===== config.mk =====
export PLATFORM = sky130hd
export DESIGN_NAME = rst_domain_ctrl
export DESIGN_NICKNAME = d
export VERILOG_FILES = /design/src/rtl/rstc_pkg.sv /design/src/rtl/rstc_sync.sv /design/src/rtl/rstc_pwr.sv /design/src/rtl/rstc_stretch.sv /design/src/rtl/rstc_cause.sv /design/src/rtl/rst_domain_ctrl.sv
export SDC_FILE = /design/constraint.sdc
export NUM_CORES = 1
export LEC_CHECK = 0
export ABC_AREA = 1
export BUFFER_PORTS_ARGS = -buffer_cell sky130_fd_sc_hd__buf_2
export CAP_MARGIN = 10
export CORE_MARGIN = 2
export CORE_UTILIZATION = 45
export DETAILED_ROUTE_END_ITERATION = 10
export PLACE_DENSITY_LB_ADDON = 0.3
export SYNTH_ARGS = -nofsm -noshare
export SYNTH_HDL_FRONTEND = slang
export SYNTH_SLANG_ARGS = --single-unit

===== constraint.sdc =====
create_clock -name clk -period 3.45 [get_ports clk]
set_input_delay 0.69 -clock clk [delete_from_list [all_inputs] [get_ports clk]]
set_output_delay 0.69 -clock clk [all_outputs]
set_load 0.005 [all_outputs]

===== src/rtl/rstc_pkg.sv =====
package rstc_pkg;
  localparam int unsigned N_CAUSE = 8;

  typedef enum int unsigned {
    C_PWR  = 0,
    C_PIN  = 1,
    C_WWDG = 2,
    C_FWDG = 3,
    C_SW   = 4,
    C_OPTL = 5,
    C_STBY = 6,
    C_DSLP = 7
  } cause_e;

  typedef logic [N_CAUSE-1:0] cause_vec_t;
endpackage


===== src/rtl/rstc_sync.sv =====
module rstc_sync #(
  parameter int unsigned STAGES  = 2,
  parameter logic        RST_VAL = 1'b0
) (
  input  logic clk,
  input  logic arst_n,
  input  logic d,
  output logic q
);
  logic [STAGES-1:0] sh_q;
  logic [STAGES-1:0] sh_d;

  always_comb begin
    sh_d = {sh_q[STAGES-2:0], d};
  end

  always_ff @(posedge clk or negedge arst_n) begin
    if (!arst_n) begin
      sh_q <= {STAGES{RST_VAL}};
    end else begin
      sh_q <= sh_d;
    end
  end

  assign q = sh_q[STAGES-1];
endmodule


===== src/rtl/rstc_pwr.sv =====
module rstc_pwr (
  input  logic clk,
  input  logic arst_n,
  input  logic stby_exit,
  input  logic ldo_ready,
  output logic active
);
  logic act_d;

  always_comb begin
    if (stby_exit) begin
      act_d = 1'b1;
    end else if (ldo_ready) begin
      act_d = 1'b0;
    end else begin
      act_d = active;
    end
  end

  always_ff @(posedge clk or negedge arst_n) begin
    if (!arst_n) begin
      active <= 1'b1;
    end else begin
      active <= act_d;
    end
  end

  // held while the regulator is not ready
  p_hold_r2: assert property (@(posedge clk) disable iff (!arst_n)
    (active && !ldo_ready) |=> active);

  // standby exit raises power reset
  p_exit_r1: assert property (@(posedge clk) disable iff (!arst_n)
    stby_exit |=> active);
endmodule


===== src/rtl/rstc_stretch.sv =====
module rstc_stretch #(
  parameter int unsigned PULSE = 2000
) (
  input  logic clk,
  input  logic arst_n,
  input  logic req,
  output logic low
);
  localparam int unsigned CW = $clog2(PULSE + 1);
  localparam logic [CW-1:0] LOAD = CW'(PULSE);

  logic [CW-1:0] cnt_q;
  logic [CW-1:0] cnt_d;
  logic          cnt_en;
  logic          low_d;

  always_comb begin
    cnt_en = req | (cnt_q != '0);
    cnt_d  = cnt_q;
    if (req) begin
      cnt_d = LOAD;
    end else if (cnt_q != '0) begin
      cnt_d = cnt_q - 1'b1;
    end
    low_d = (cnt_d != '0);
  end

  always_ff @(posedge clk or negedge arst_n) begin
    if (!arst_n) begin
      cnt_q <= LOAD;
      low   <= 1'b1;
    end else if (cnt_en) begin
      cnt_q <= cnt_d;
      low   <= low_d;
    end
  end

  // checker: length of the current low run, saturating at PULSE
  logic [CW-1:0] run_q;
  always_ff @(posedge clk or negedge arst_n) begin
    if (!arst_n) begin
      run_q <= '0;
    end else if (!low) begin
      run_q <= '0;
    end else if (run_q != LOAD) begin
      run_q <= run_q + 1'b1;
    end
  end

  // a sampled request drives the reset low at the next edge
  p_load_r4: assert property (@(posedge clk) disable iff (!arst_n)
    req |=> low);

  // no release before the minimum width has elapsed
  p_min_width_r7: assert property (@(posedge clk) disable iff (!arst_n)
    (!low && $past(low)) |-> (run_q == LOAD));
endmodule


===== src/rtl/rstc_cause.sv =====
module rstc_cause
  import rstc_pkg::*;
(
  input  logic       clk,
  input  logic       arst_n,
  input  logic       pwr_active,
  input  logic       clr,
  input  cause_vec_t set_vec,
  output cause_vec_t flags
);
  for (genvar g = 0; g < N_CAUSE; g++) begin : g_flag
    localparam logic PWR_BIT = (g == C_PWR);
    logic q;
    logic d;

    always_comb begin
      if (pwr_active) begin
        d = PWR_BIT;
      end else begin
        d = (q & ~clr) | set_vec[g];
      end
    end

    always_ff @(posedge clk or negedge arst_n) begin
      if (!arst_n) begin
        q <= PWR_BIT;
      end else begin
        q <= d;
      end
    end

    assign flags[g] = q;
  end

  // during power reset only the power flag is reported
  p_pwr_only_r9: assert property (@(posedge clk) disable iff (!arst_n)
    pwr_active |=> (flags == cause_vec_t'(1)));

  // clear with nothing pending empties the flags
  p_clear_r10: assert property (@(posedge clk) disable iff (!arst_n)
    (clr && !pwr_active && set_vec == '0) |=> (flags == '0));

  // without clear or power reset, no flag drops
  p_sticky_r11: assert property (@(posedge clk) disable iff (!arst_n)
    (!clr && !pwr_active) |=> ((flags & $past(flags)) == $past(flags)));
endmodule


===== src/rtl/rst_domain_ctrl.sv =====
module rst_domain_ctrl
  import rstc_pkg::*;
#(
  parameter int unsigned CYC_PER_US = 100,
  parameter int unsigned MIN_US     = 20
) (
  input  logic       clk,
  input  logic       por_det,
  input  logic       ldo_ready,
  input  logic       stby_exit,
  input  logic       ext_rst_n,
  input  logic       wwdg_req,
  input  logic       fwdg_req,
  input  logic       sw_req,
  input  logic       optld_req,
  input  logic       stby_entry,
  input  logic       dslp_entry,
  input  logic       opt_stby_noreset,
  input  logic       opt_dslp_noreset,
  input  logic       bkp_req,
  input  logic       flags_clr,
  output logic       pwr_rst_n,
  output logic       dbg_rst_n,
  output logic       sys_rst_n,
  output logic       bkp_rst_n,
  output logic [7:0] cause_flags
);
  localparam int unsigned PULSE = CYC_PER_US * MIN_US;

  logic       arst_n;
  logic       bkp_arst_n;
  logic       pin_s;
  logic       pwr_active;
  logic       sys_low;
  logic       any_req;
  logic       bkp_rel;
  cause_vec_t set_vec;
  cause_vec_t flags;

  assign arst_n     = ~por_det;
  assign bkp_arst_n = ~bkp_req;

  rstc_sync #(.STAGES(2), .RST_VAL(1'b1)) u_pin_sync (
    .clk    (clk),
    .arst_n (arst_n),
    .d      (ext_rst_n),
    .q      (pin_s)
  );

  rstc_pwr u_pwr (
    .clk       (clk),
    .arst_n    (arst_n),
    .stby_exit (stby_exit),
    .ldo_ready (ldo_ready),
    .active    (pwr_active)
  );

  always_comb begin
    set_vec         = '0;
    set_vec[C_PWR]  = pwr_active;
    set_vec[C_PIN]  = ~pin_s;
    set_vec[C_WWDG] = wwdg_req;
    set_vec[C_FWDG] = fwdg_req;
    set_vec[C_SW]   = sw_req;
    set_vec[C_OPTL] = optld_req;
    set_vec[C_STBY] = stby_entry & ~opt_stby_noreset;
    set_vec[C_DSLP] = dslp_entry & ~opt_dslp_noreset;
    any_req         = |set_vec;
  end

  rstc_stretch #(.PULSE(PULSE)) u_stretch (
    .clk    (clk),
    .arst_n (arst_n),
    .req    (any_req),
    .low    (sys_low)
  );

  rstc_cause u_cause (
    .clk        (clk),
    .arst_n     (arst_n),
    .pwr_active (pwr_active),
    .clr        (flags_clr),
    .set_vec    (set_vec),
    .flags      (flags)
  );

  // backup domain: its own asynchronous reset, synchronous release
  rstc_sync #(.STAGES(2), .RST_VAL(1'b0)) u_bkp_sync (
    .clk    (clk),
    .arst_n (bkp_arst_n),
    .d      (1'b1),
    .q      (bkp_rel)
  );

  assign pwr_rst_n   = ~pwr_active;
  assign dbg_rst_n   = ~pwr_active;
  assign sys_rst_n   = ~sys_low;
  assign bkp_rst_n   = bkp_rel;
  assign cause_flags = flags;

  // synchronized pin low reaches the system reset one edge later
  p_pin_r5: assert property (@(posedge clk) disable iff (!arst_n)
    !pin_s |=> !sys_rst_n);

  // enabled standby entry resets the system
  p_stby_r6: assert property (@(posedge clk) disable iff (!arst_n)
    (stby_entry && !opt_stby_noreset) |=> !sys_rst_n);

  // power reset implies system reset one edge later
  p_pwr_sys_r4: assert property (@(posedge clk) disable iff (!arst_n)
    !pwr_rst_n |=> !sys_rst_n);
endmodule


==> impl_metrics.csv <==
group,metric,value,unit
finish,post_route_cells_drive_above_1_share,32.8,%
clock_network,clk_transition_reported_paths,0.16,ns
floorplanning,dieArea,3590,sq um
worst_setup_path,critical_path_class,"reg2out",
power_and_ir_drop,vdd_drop_max,0.246,mV
power_and_ir_drop,power,0.496,mW
worst_setup_path,critical_path.top_delay_family,"flip-flops",
finish,area_delta_synth_final,8.00,%
worst_setup_path,timing.critical_path.fanout_max,8,
sta,report.final.slew_viol_count,0,
clock_network,cts_setup_buffers,0,
finish,sequential_cell_area,639,sq um
sta,timing.max_slew.rel_slack,43.5,%
global_routing,grt_pass1_wl,4.55,mm
clock_network,cts_hold_repair.buffers,0,
worst_setup_path,worst_endpoint_required_time,2.76,ns
power_and_ir_drop,power.internal,0.368,mW
global_routing,antenna_violations_before_repair,0,
logic_synthesis,yosysWarnings,0,
clock_network,cts_tree,"yes",
sta,timing_worst_slew_pin_value,0.846,ns
clock_network,cts_sinks,25,
detailed_routing,avgRoutedWirePerCell,11.8,um
logic_synthesis,post_synth_inst_count,167,
power_and_ir_drop,share_clk_of_total_power,29.6,%
logic_synthesis,synth_area,1410,sq um
floorplanning,top_level_ports,27,
power_and_ir_drop,static-leakage-power,0.793,nW
placement,place_congestion,0.874,
worst_setup_path,cp_capture_type,"primary output",
placement,dpl.cell_count,215,
finish,multiInputGateArea,579,sq um
sta,setup-violations-final,0,
logic_synthesis,mappedNetlistNets,184,
detailed_routing,top_layer_used,"met4",
global_routing,first_global_vias,1085,
sta,final_min_period_over_clock_period,55.9,%
floorplanning,core-area,3000,sq um
clock_network,cts.htree.levels,1,
global_routing,grt_max_degree,24,
sta,skew,0.0147,ns
worst_setup_path,timing.critical_path.slowest_cell_delay,0.67,ns
detailed_routing,detailroute.via_count,1087,
finish,diodes,0,
sta,timing.fmax,518,MHz
worst_setup_path,startpoint_class,"flop",
power_and_ir_drop,cellPowerDensity,326,nW/um^2
detailed_routing,wl_met2,1.24,mm
placement,preCtsSetupSlack,1.49,ns
sta,final-hold-violation-count,0,
run,cap_viol_max_count,0,
power_and_ir_drop,share_comb_of_total_power,7.8,%
floorplanning,fp-row-count,20,
sta,time_the_final_worst_path_needs_with_i_o_delays_and_setup,1.93,ns
worst_setup_path,critical_path_cell_sequence,"clkinv_4, buf_2",
floorplanning,floorplan.die.width,59.9,um
logic_synthesis,yosysUniqueCellTypes,24,
sta,setup_slack,1.52,ns
finish,post_layout_nonfiller_instances,219,
detailed_routing,first_iter_violations,26,
placement,placed_standard_cell_area,1490,sq um
detailed_routing,drc,0,
sta,setup_tns,0,ns
finish,finalInstanceArea,1520,sq um
power_and_ir_drop,power.sequential.fraction,62.6,%
floorplanning,die-height,59.9,um
worst_setup_path,cp_num_buf_inv,2,
global_routing,gr-usage-all-layers,17.3,%
placement,io_buffer_count,26,
clock_network,cts_repair_resize_count,0,
worst_setup_path,arrival,1.24,ns
finish,final.fill_count,297,
power_and_ir_drop,p_sw_share,25.7,%
worst_setup_path,rrSetupSlack,1.67,ns
finish,number_of_nets_at_the_end_of_the_flow,204,
status,outcome,"finished, final reports clean",
sta,grt_setup_unrepaired,"false",
placement,hpwl,2.11,mm
detailed_routing,finalWirelength,2.58,mm
logic_synthesis,synth_sequential_area_ratio,45.4,%
clock_network,clock_latency,0.34,ns
power_and_ir_drop,power_switching,0.127,mW
detailed_routing,final_antenna_net_count,0,
clock_network,clock_tree.buffer_depth,2,
logic_synthesis,synth-seq-cells,25,
detailed_routing,routedLengthMet1,1.13,mm
worst_setup_path,slowest_library_cell_on_the_worst_path,"dfstp_2",
logic_synthesis,syn_area_per_cell,8.43,sq um
global_routing,global_route.overflow_total,0,
clock_network,cts-root-buf,"clkbuf_4",
detailed_routing,avgViaCountPerCell,4.96,
clock_network,tritoncts.num_buffers,3,
floorplanning,start_util,46.9,%
detailed_routing,total_iterations_of_the_first_detailed_routing_run,4,
min_path,holdCritPathClass,"in2async",
detailed_routing,met3RoutedLength,99,um
==> sequential cells by signal (all words and copies together) (netlist names) <==
| register | cells |
|---|---|
| u_pwr.active | 1 |
| u_stretch.low | 1 |
| u_cause.g_flag.q | 8 |
| u_stretch.cnt_q | 11 |
| u_pin_sync.sh_q | 2 |
| u_bkp_sync.sh_q | 2 |
==> placed cells by master, fill, tap and decap left out, drive strengths merged <==
| cell | Yosys | final |
|---|---|---|
| nand2 | 38 | 38 |
| o21ai | 1 | 1 |
| nor3 | 1 | 1 |
| clkinv | 2 | 2 |
| nor2 | 29 | 29 |
| a21oi | 8 | 8 |
| conb | 1 | 1 |
| clkbuf | 0 | 3 |
| ha | 2 | 2 |
| xor2 | 2 | 2 |
| dfstp | 11 | 11 |
| buf | 11 | 26 |
| nand3 | 21 | 21 |
| dfrtp | 14 | 14 |
| nand4 | 2 | 2 |
| o21bai | 1 | 1 |
| inv | 23 | 24 |
==> metal layers <==
metal | track usage [%] | vias up
met3 | 3.25 | 15
met4 | 12.1 | 0
met2 | 26.1 | 26
met5 | 0 | -
met1 | 22.3 | 502
li1 | - | 544
==> layout make-up <==
| type | instances | share of cell area (%) |
|---|---|---|
| inverters | 25 | 6.50 |
| flip-flops and latches | 25 | 42.1 |
| repair buffers | 26 | 8.56 |
| well taps | 33 | 2.72 |
| clock buffers | 3 | 1.48 |
| clock inverters | 1 | 0.576 |
| multi-input cells | 106 | 38.1 |
==> power groups by stage <==
stage / Clock (mW) / Sequential, mW / Combinational, mW
after floorplan: 0 / 0.313 / 0.0316
after global placement: 0 / 0.315 / 0.0385
after detailed placement: 0 / 0.316 / 0.0397
after CTS: 0.151 / 0.311 / 0.0397
after global routing: 0.158 / 0.312 / 0.0444
final: 0.147 / 0.311 / 0.0384
==> synth_stat cells (all sizes together) <==
cell    number  share of area [%]
o21bai       1               0.53
o21ai        1               0.36
nor2        29                 11
nand3       21                 10
a21oi        8                3.1
inv         23                6.1
ha           2                1.8
nand2       38                 11
xor2         2                1.2
buf         11                6.4
dfstp       11                 21
clkinv       2               0.89
nand4        2               0.89
dfrtp       14                 25
nor3         1               0.36
conb         1               0.27
==> worst register-to-register path, cell delays in order (launching register included) <==
cell	delay, ns
dfrtp_1	0.40
inv_1	0.13
ha_1	0.22
inv_1	0.05
nor2_1	0.16
nand3_4	0.09
nor2_4	0.14
nand2_1	0.08
nand3_1	0.10
nand3_1	0.08
nor2_1	0.09
nand3_1	0.07
nand2_1	0.06
inv_1	0.04
==> logic make-up (layout without fill, tap and decap cells) <==
kind of cell | Yosys count | count (layout) | synth area share, %
xor gates and xnor gates | 2 | 2 | 1.24
other | 1 | 1 | 0.266
DFF | 25 | 25 | 45.4
AOI/OAI and AO/OA | 10 | 10 | 4.00
adders and majority gates | 2 | 2 | 1.78
and+or+nand+nor | 91 | 91 | 33.9
buffers and inverters | 36 | 55 | 13.4
==> per-stage QoR <==
| stage | hold WS, ns | util (%) |
|---|---|---|
| 2_1_floorplan | 0.331 | - |
| 3_3_place_gp | 0.342 | 49.6 |
| 3_5_place_dp | 0.337 | 49.6 |
| 4_1_cts | 0.163 | 50.6 |
| 5_1_grt | 0.182 | 50.6 |
| 6_report | 0.171 | 50.6 |
==> path summary, 6_finish.rpt <==
path,start,end,cells after the start
hold / removal,bkp_req,u_bkp_sync.sh_q[0]$_DFF_PP0_,2
max in group asynchronous,por_det,u_stretch.cnt_q[5]$_DFFE_PP0P_,2
setup reg to reg,u_stretch.cnt_q[0]$_DFFE_PP0P_,u_stretch.low$_DFFE_PP1P_,13
setup / recovery,u_pwr.active$_DFFE_PP1P_,pwr_rst_n,2
hold reg to reg,u_pin_sync.sh_q[0]$_DFF_PP1_,u_pin_sync.sh_q[1]$_DFF_PP1_,0
min in group clk,u_pin_sync.sh_q[0]$_DFF_PP1_,u_pin_sync.sh_q[1]$_DFF_PP1_,0
(Power assumes the default switching activity.)
